## src/rtl/boot_loader_pkg.sv

```systemverilog
// Package: shared state encodings and serial command constants for the
// boot loader. Assumes an EEPROM read command of start bit + 2-bit opcode.
package boot_loader_pkg;

    localparam logic       SER_START_BIT = 1'b1;
    localparam logic [1:0] SER_READ_OP   = 2'b10;
    localparam int         SER_HDR_BITS  = 3;

    typedef enum logic [1:0] {
        FR_IDLE,
        FR_ARM,
        FR_SHIFT,
        FR_PAUSE
    } frame_state_t;

    typedef enum logic [1:0] {
        LD_IDLE,
        LD_READ,
        LD_WRITE,
        LD_DONE
    } load_state_t;

endpackage

```

## src/rtl/ee_sclk_divider.sv

```systemverilog
// Serial clock divider: emits a one-cycle tick every HALF_DIV system
// cycles; each tick marks one serial half-period boundary.
// Assumes HALF_DIV >= 1; with 1 the tick is permanently high.
module ee_sclk_divider #(
    parameter int HALF_DIV = 4
) (
    input  logic clk,
    input  logic rst_n,
    output logic tick
);

    generate
        if (HALF_DIV <= 1) begin : g_fast
            assign tick = 1'b1;
        end else begin : g_count
            localparam int CW = $clog2(HALF_DIV);
            localparam logic [CW-1:0] LAST = CW'(HALF_DIV - 1);
            logic [CW-1:0] cnt;

            // Free-running count; wraps after HALF_DIV cycles.
            always_ff @(posedge clk) begin
                if (!rst_n) begin
                    cnt <= '0;
                end else if (cnt == LAST) begin
                    cnt <= '0;
                end else begin
                    cnt <= cnt + 1'b1;
                end
            end

            assign tick = (cnt == LAST);

            // ticks are isolated pulses when the divide ratio exceeds one
            a_r7_tick_spacing: assert property (@(posedge clk) disable iff (!rst_n)
                tick |=> !tick);
        end
    endgenerate

endmodule

```

## src/rtl/ee_frame_engine.sv

```systemverilog
// Frame engine: runs one read transaction per `go` pulse. It raises chip
// select, shifts out start/opcode/address MSB first (changing data only
// after falling edges), then samples DATA_W bits on rising edges. When done
// it drops chip select and pulses byte_valid. With END_PAUSE != 0 it waits
// one extra half period (FR_PAUSE) before going idle.
// Assumes `go` only arrives while idle and `tick` comes from the divider.
module ee_frame_engine
    import boot_loader_pkg::*;
#(
    parameter int ADDR_W    = 11,
    parameter int DATA_W    = 8,
    parameter int END_PAUSE = 1
) (
    input  logic              clk,
    input  logic              rst_n,
    input  logic              tick,
    input  logic              go,
    input  logic [ADDR_W-1:0] addr,
    input  logic              miso,
    output logic              cs,
    output logic              sclk,
    output logic              mosi,
    output logic              byte_valid,
    output logic [DATA_W-1:0] byte_data
);

    localparam int CMD_W = SER_HDR_BITS + ADDR_W;
    localparam int TOTAL = CMD_W + DATA_W;
    localparam int CW    = $clog2(TOTAL + 1);
    localparam logic [CW-1:0] CMD_CNT = CW'(CMD_W);
    localparam logic [CW-1:0] END_CNT = CW'(TOTAL);

    frame_state_t      st;
    logic [CMD_W-1:0]  cmd_sr;
    logic [DATA_W-1:0] rx_sr;
    logic [CW-1:0]     bit_cnt;
    logic              cs_q;
    logic              sclk_q;
    logic              valid_q;

    // Transaction sequencer: chip select, serial clock, shift registers.
    always_ff @(posedge clk) begin
        if (!rst_n) begin
            st      <= FR_IDLE;
            cmd_sr  <= '0;
            rx_sr   <= '0;
            bit_cnt <= '0;
            cs_q    <= 1'b0;
            sclk_q  <= 1'b0;
            valid_q <= 1'b0;
        end else begin
            valid_q <= 1'b0;
            case (st)
                FR_IDLE: begin
                    if (go) begin
                        cmd_sr  <= {SER_START_BIT, SER_READ_OP, addr};
                        bit_cnt <= '0;
                        cs_q    <= 1'b1;
                        st      <= FR_ARM;
                    end
                end
                FR_ARM: begin
                    if (tick) begin
                        st <= FR_SHIFT;
                    end
                end
                FR_SHIFT: begin
                    if (tick) begin
                        if (!sclk_q) begin
                            sclk_q  <= 1'b1;
                            bit_cnt <= bit_cnt + 1'b1;
                            if (bit_cnt >= CMD_CNT) begin
                                rx_sr <= {rx_sr[DATA_W-2:0], miso};
                            end
                        end else begin
                            sclk_q <= 1'b0;
                            if (bit_cnt == END_CNT) begin
                                cs_q <= 1'b0;
                                if (END_PAUSE != 0) begin
                                    st <= FR_PAUSE;
                                end else begin
                                    st      <= FR_IDLE;
                                    valid_q <= 1'b1;
                                end
                            end else begin
                                cmd_sr <= cmd_sr << 1;
                            end
                        end
                    end
                end
                FR_PAUSE: begin
                    if (tick) begin
                        st      <= FR_IDLE;
                        valid_q <= 1'b1;
                    end
                end
                default: st <= FR_IDLE;
            endcase
        end
    end

    assign cs         = cs_q;
    assign sclk       = sclk_q;
    assign mosi       = cmd_sr[CMD_W-1];
    assign byte_valid = valid_q;
    assign byte_data  = rx_sr;

    // serial clock is parked low outside a transaction
    a_r6_sclk_low_without_cs: assert property (@(posedge clk) disable iff (!rst_n)
        !cs |-> !sclk);

    // command line is frozen while the serial clock is high
    a_r5_mosi_stable_high: assert property (@(posedge clk) disable iff (!rst_n)
        sclk |-> $stable(mosi));

    // serial clock only moves on a divider tick
    a_r7_sclk_on_tick: assert property (@(posedge clk) disable iff (!rst_n)
        !tick |=> $stable(sclk));

    // the bit counter never runs past one full transaction
    a_r4_count_bound: assert property (@(posedge clk) disable iff (!rst_n)
        cs |-> (bit_cnt <= END_CNT));

endmodule

```

## src/rtl/eeprom_boot_loader.sv

```systemverilog
// Boot loader top: after `start`, reads IMAGE_BYTES consecutive EEPROM
// bytes (addresses 0..IMAGE_BYTES-1) and writes each into boot RAM at the
// same index, then raises `done` permanently until reset.
// Assumes the RAM accepts a write on any cycle and EE_ADDR_W >= RAM_AW.
module eeprom_boot_loader
    import boot_loader_pkg::*;
#(
    parameter int CLK_HALF_DIV = 4,
    parameter int IMAGE_BYTES  = 256,
    parameter int EE_ADDR_W    = 11,
    parameter int DATA_W       = 8,
    parameter int END_PAUSE    = 1
) (
    input  logic                           clk,
    input  logic                           rst_n,
    input  logic                           start,
    output logic                           ee_cs,
    output logic                           ee_sclk,
    output logic                           ee_mosi,
    input  logic                           ee_miso,
    output logic                           ram_we,
    output logic [$clog2(IMAGE_BYTES)-1:0] ram_addr,
    output logic [DATA_W-1:0]              ram_wdata,
    output logic                           done
);

    localparam int RAM_AW = $clog2(IMAGE_BYTES);
    localparam logic [RAM_AW-1:0] LAST_IDX = RAM_AW'(IMAGE_BYTES - 1);

    logic              tick;
    logic              go_q;
    logic              byte_valid;
    logic [DATA_W-1:0] byte_data;
    load_state_t       st;
    logic [RAM_AW-1:0] idx;
    logic              we_q;
    logic [RAM_AW-1:0] waddr_q;
    logic [DATA_W-1:0] wdata_q;
    logic              done_q;

    ee_sclk_divider #(
        .HALF_DIV (CLK_HALF_DIV)
    ) u_div (
        .clk   (clk),
        .rst_n (rst_n),
        .tick  (tick)
    );

    ee_frame_engine #(
        .ADDR_W    (EE_ADDR_W),
        .DATA_W    (DATA_W),
        .END_PAUSE (END_PAUSE)
    ) u_frame (
        .clk        (clk),
        .rst_n      (rst_n),
        .tick       (tick),
        .go         (go_q),
        .addr       (EE_ADDR_W'(idx)),
        .miso       (ee_miso),
        .cs         (ee_cs),
        .sclk       (ee_sclk),
        .mosi       (ee_mosi),
        .byte_valid (byte_valid),
        .byte_data  (byte_data)
    );

    // Byte loop: request a byte, write it to RAM, advance or finish.
    always_ff @(posedge clk) begin
        if (!rst_n) begin
            st      <= LD_IDLE;
            idx     <= '0;
            go_q    <= 1'b0;
            we_q    <= 1'b0;
            waddr_q <= '0;
            wdata_q <= '0;
            done_q  <= 1'b0;
        end else begin
            go_q <= 1'b0;
            case (st)
                LD_IDLE: begin
                    if (start) begin
                        idx  <= '0;
                        go_q <= 1'b1;
                        st   <= LD_READ;
                    end
                end
                LD_READ: begin
                    if (byte_valid) begin
                        we_q    <= 1'b1;
                        waddr_q <= idx;
                        wdata_q <= byte_data;
                        st      <= LD_WRITE;
                    end
                end
                LD_WRITE: begin
                    we_q <= 1'b0;
                    if (idx == LAST_IDX) begin
                        done_q <= 1'b1;
                        st     <= LD_DONE;
                    end else begin
                        idx  <= idx + 1'b1;
                        go_q <= 1'b1;
                        st   <= LD_READ;
                    end
                end
                LD_DONE: begin
                    st <= LD_DONE;
                end
                default: st <= LD_IDLE;
            endcase
        end
    end

    assign ram_we    = we_q;
    assign ram_addr  = waddr_q;
    assign ram_wdata = wdata_q;
    assign done      = done_q;

    // each write is a single-cycle pulse
    a_r8_we_pulse: assert property (@(posedge clk) disable iff (!rst_n)
        ram_we |=> !ram_we);

    // done is sticky until reset
    a_r9_done_sticky: assert property (@(posedge clk) disable iff (!rst_n)
        done |=> done);

    // no RAM write once the load is reported complete
    a_r9_no_write_when_done: assert property (@(posedge clk) disable iff (!rst_n)
        done |-> !ram_we);

    // done rises right after the write to the last location
    a_r9_done_follows_last: assert property (@(posedge clk) disable iff (!rst_n)
        $rose(done) |-> ($past(ram_we) && ($past(ram_addr) == LAST_IDX)));

    // no serial activity while waiting for start
    a_r2_quiet_before_start: assert property (@(posedge clk) disable iff (!rst_n)
        (st == LD_IDLE) |-> (!ee_cs && !ram_we));

endmodule

```

## config.mk

```make
export PLATFORM = sky130hd
export DESIGN_NAME = eeprom_boot_loader
export DESIGN_NICKNAME = d
export VERILOG_FILES = /design/src/rtl/boot_loader_pkg.sv /design/src/rtl/ee_sclk_divider.sv /design/src/rtl/ee_frame_engine.sv /design/src/rtl/eeprom_boot_loader.sv
export SDC_FILE = /design/constraint.sdc
export NUM_CORES = 1
export LEC_CHECK = 0
export BUFFER_PORTS_ARGS = -buffer_cell sky130_fd_sc_hd__buf_2
export CAP_MARGIN = 10
export CORE_ASPECT_RATIO = 0.9
export CORE_MARGIN = 3
export CORE_UTILIZATION = 35
export DETAILED_ROUTE_END_ITERATION = 10
export GPL_ROUTABILITY_DRIVEN = 0
export PLACE_DENSITY = 0.49
export SYNTH_ARGS = -nofsm -noshare
export SYNTH_HDL_FRONTEND = slang
export SYNTH_SLANG_ARGS = --single-unit
```

## constraint.sdc

```tcl
create_clock -name clk -period 4.6 [get_ports clk]
set_input_delay 0.23 -clock clk [delete_from_list [all_inputs] [get_ports clk]]
set_output_delay 0.23 -clock clk [all_outputs]
set_load 0.02 [all_outputs]
```

==> impl_metrics.csv <==
group,metric,value,unit
outcome,status,"finished, final reports clean",
power,leakage,1.26,nW
clock_network,clk_pin_slew,0.07,ns
clock_network,cts_buffers,9,
timing,hold_violations,0,
route,drt-initial-drc-count,84,
power,power_density,443,nW/um^2
synthesis,synth_edf_count,0,
synthesis,async_flop_share,0,%
floorplanning,io_pins,25,
route,totalWireLength,5470,um
clock_network,ctsRootBufferMaster,"clkbuf_8",
timing,setup-tns-final,0,ns
timing,tightest_slew,0.633,ns
timing,setup_viol,0,
floorplanning,die_h,89.9,um
route,wl_per_cell,13.1,um
clock_network,clock_latency,0.34,ns
clock_network,cts_resized,0,
route,drt_first_pass_iters,4,
route,drc,0,
floorplanning,start_util,37.4,%
power,combPwrFrac,19.2,%
global_routing,antenna_found_initial,0,
placement,dpl.hpwl,3620,um
synthesis,synth_nets,315,
setup_path,cp-start-kind,"flop",
min_path,hp-class,"input pin to flop",
synthesis,syn_area_per_cell,9.06,sq um
route,viasPerCell,5.04,
clock_network,clockBufferDepth,2,
flow_run,max_cap_viol_count,0,
global_routing,grt_pass1_vias,2032,
floorplanning,die_w,99.2,um
setup_path,end_kind,"flop",
global_routing,grt_use_total,13.1,%
timing,fmax,462,MHz
timing,fin_skew,0.0105,ns
cells_and_area,areaGrowthSynthToFinish,12.9,%
setup_path,r2r-start,"u_frame.st[0]$_SDFFE_PN0P_",
timing,post-route-min-period,2.17,ns
synthesis,yosysTopAreaCellShare,46.1,%
power,clkPwrFrac,35.2,%
clock_network,postCtsSetupRepairBufs,0,
global_routing,grt_first_pass_wirelength,9560,um
placement,post-place-ws,2.46,ns
synthesis,yosysWarnings,0,
synthesis,synth_cells,302,
clock_network,cts_tree,"yes",
synthesis,synth_area_leader_cell,"dfxtp_1",
power,swShare,29.8,%
cells_and_area,nFillCells,753,
synthesis,synthFlopType,"dfxtp_1",
setup_path,critical_path_class,"flop to flop",
power,vdd.ir_drop.worst,158,uV
floorplanning,die_area,8920,sq um
global_routing,gr-total-overflow,0,
power,p_seq_share,45.6,%
timing,rsz0062_at_grt,"no",
setup_path,cp-startpoint,"u_frame.st[0]$_SDFFE_PN0P_",
route,antenna_left,0,
synthesis,ys_top_cells_by_area,"dfxtp_1 46%, mux2i_1 7.7%, nand2_1 7.4%",
cells_and_area,fin_nets,332,
power,p_sw,0.409,mW
power,p_int,0.961,mW
setup_path,crit_arrival,2.40,ns
clock_network,htree_levels,3,
synthesis,synthDistinctLibCells,45,
min_path,hold_start,"ee_miso",
cells_and_area,drive_gt1_share,17.3,%
synthesis,ys_seq_elements,63,
timing,drv_slew,0,
timing,slew_headroom,57.8,%
setup_path,path_max_fanout,14,
timing,finalCritPeriodShare,47.1,%
clock_network,hold_buffers,0,
timing,layout_setup_ws,2.43,ns
floorplanning,core-area,7330,sq um
route,vias,2100,
setup_path,critical_path_required,4.83,ns
clock_network,cts_sinks,63,
placement,port_buffers,24,
floorplanning,rows,29,
synthesis,seq_area_frac_synth,46.1,%
global_routing,grt_max_degree,41,
cells_and_area,diodes,0,
synthesis,syn-cell-area,2740,sq um
## area by class of cell
type | instances | area, sq um | area share [%]
clock inverters | 6 | 60.1 | 1.94
multi-input cells | 216 | 1370 | 44.4
clock buffers | 10 | 138 | 4.45
inverters | 4 | 15.0 | 0.486
repair buffers | 25 | 128 | 4.13
flip-flops and latches | 63 | 1260 | 40.8
well taps | 93 | 116 | 3.77
## power by group through the flow
stage	Combinational (mW)	Sequential [mW]	Clock (mW)
after global routing	0.289	0.631	0.521
after global placement	0.261	0.637	0
after detailed placement	0.264	0.635	0
final	0.263	0.625	0.482
after CTS	0.265	0.625	0.498
after floorplan	0.233	0.636	0
## worst paths after layout
| check | to | slack, ns | cells past startpoint |
|---|---|---|---|
| setup / recovery | u_frame.cmd_sr[12]$_SDFFE_PN0P_ | 2.43 | 6 |
| hold reg to reg | u_div.g_count.cnt[0]$_SDFF_PP0_ | 0.43 | 1 |
| hold / removal | u_frame.byte_data[0]$_SDFFE_PN0P_ | 0.12 | 3 |
| setup reg to reg | u_frame.cmd_sr[12]$_SDFFE_PN0P_ | 2.43 | 6 |
## per-stage QoR
stage / area (sq um) / total power [mW] / hold slack, ns / utilization, % / std cells
5_1_grt: 3090 / 1.44 / 0.116 / 42.2 / 417
3_3_place_gp: 2890 / 0.899 / 0.420 / 39.5 / 401
2_1_floorplan: 2740 / 0.869 / 0.374 / - / 302
3_5_place_dp: 2890 / 0.899 / 0.427 / 39.5 / 401
6_report: 3090 / 1.37 / 0.121 / 42.2 / 417
4_1_cts: 3090 / 1.39 / 0.107 / 42.2 / 417
## layout by cell type, fill, tap and decap left out, drive strengths merged, types with 2 or more instances in the layout
master | Yosys | final
nor2 | 23 | 23
and3 | 5 | 5
a211oi | 9 | 9
o22ai | 6 | 6
clkinvlp | 0 | 2
inv | 4 | 4
buf | 5 | 25
ha | 9 | 9
nand2b | 4 | 4
o221a | 2 | 2
o21ba | 2 | 2
o21ai | 6 | 6
xnor2 | 2 | 2
o21a | 3 | 3
mux2i | 21 | 21
and2 | 4 | 4
a21oi | 31 | 31
a21o | 2 | 2
nand4 | 3 | 3
o211ai | 2 | 2
nand2 | 54 | 54
nand3 | 7 | 7
clkbuf | 14 | 10
nor2b | 2 | 2
clkinv | 0 | 3
nor3b | 2 | 2
xor2 | 3 | 3
dfxtp | 63 | 63
nor3 | 2 | 2
a21boi | 2 | 2
## cells in the mapped netlist (3+ instances only)
library cell / n
dfxtp_1: 63
nand2_1: 54
a21oi_1: 31
nor2_1: 23
mux2i_1: 21
clkbuf_1: 14
ha_1: 9
nand3_1: 7
a211oi_2: 5
and3_1: 5
o21ai_0: 5
o22ai_1: 5
a211oi_1: 4
inv_1: 4
nand2b_1: 4
and2_1: 3
nand4_1: 3
o21a_1: 3
xor2_1: 3
## cells by family (layout without fill, tap and decap cells)
logic type,count (synthesis),in the layout,share of synthesized area (%)
AOI/OAI and AO/OA,71,71,18.3
and+or+nand+nor,110,110,18.4
muxes,21,21,7.68
xor gates and xnor gates,5,5,1.60
DFF,63,63,46.1
buffers and inverters,23,45,3.79
adders and majority gates,9,9,4.11
## per-layer routing
layer  part of all wire [%]  GRT usage (%)  up-vias
li1                       -              -     1087
met1                     50           16.6      982
met2                     45           20.8       25
met3                    3.7           4.88        6
met4                    1.3           3.75        0
met5                      0              0        -
## worst max-delay path, stage by stage (launching register included)
cell	delay, ns
dfxtp_1	0.35
inv_1	0.11
ha_1	0.57
nor2b_1	0.25
a21o_4	0.27
and2_4	0.23
o221a_2	0.28
## state kept, by name, summed over array words and instances (netlist names)
register / flops
idx: 8
u_div.g_count.cnt: 2
st: 2
u_frame.cmd_sr: 14
done: 1
u_frame.bit_cnt: 5
u_frame.byte_data: 8
ram_addr: 8
u_frame.sclk: 1
u_frame.cs: 1
ram_wdata: 8
go_q: 1
u_frame.byte_valid: 1
ram_we: 1
u_frame.st: 2
(Power assumes the default switching activity.)
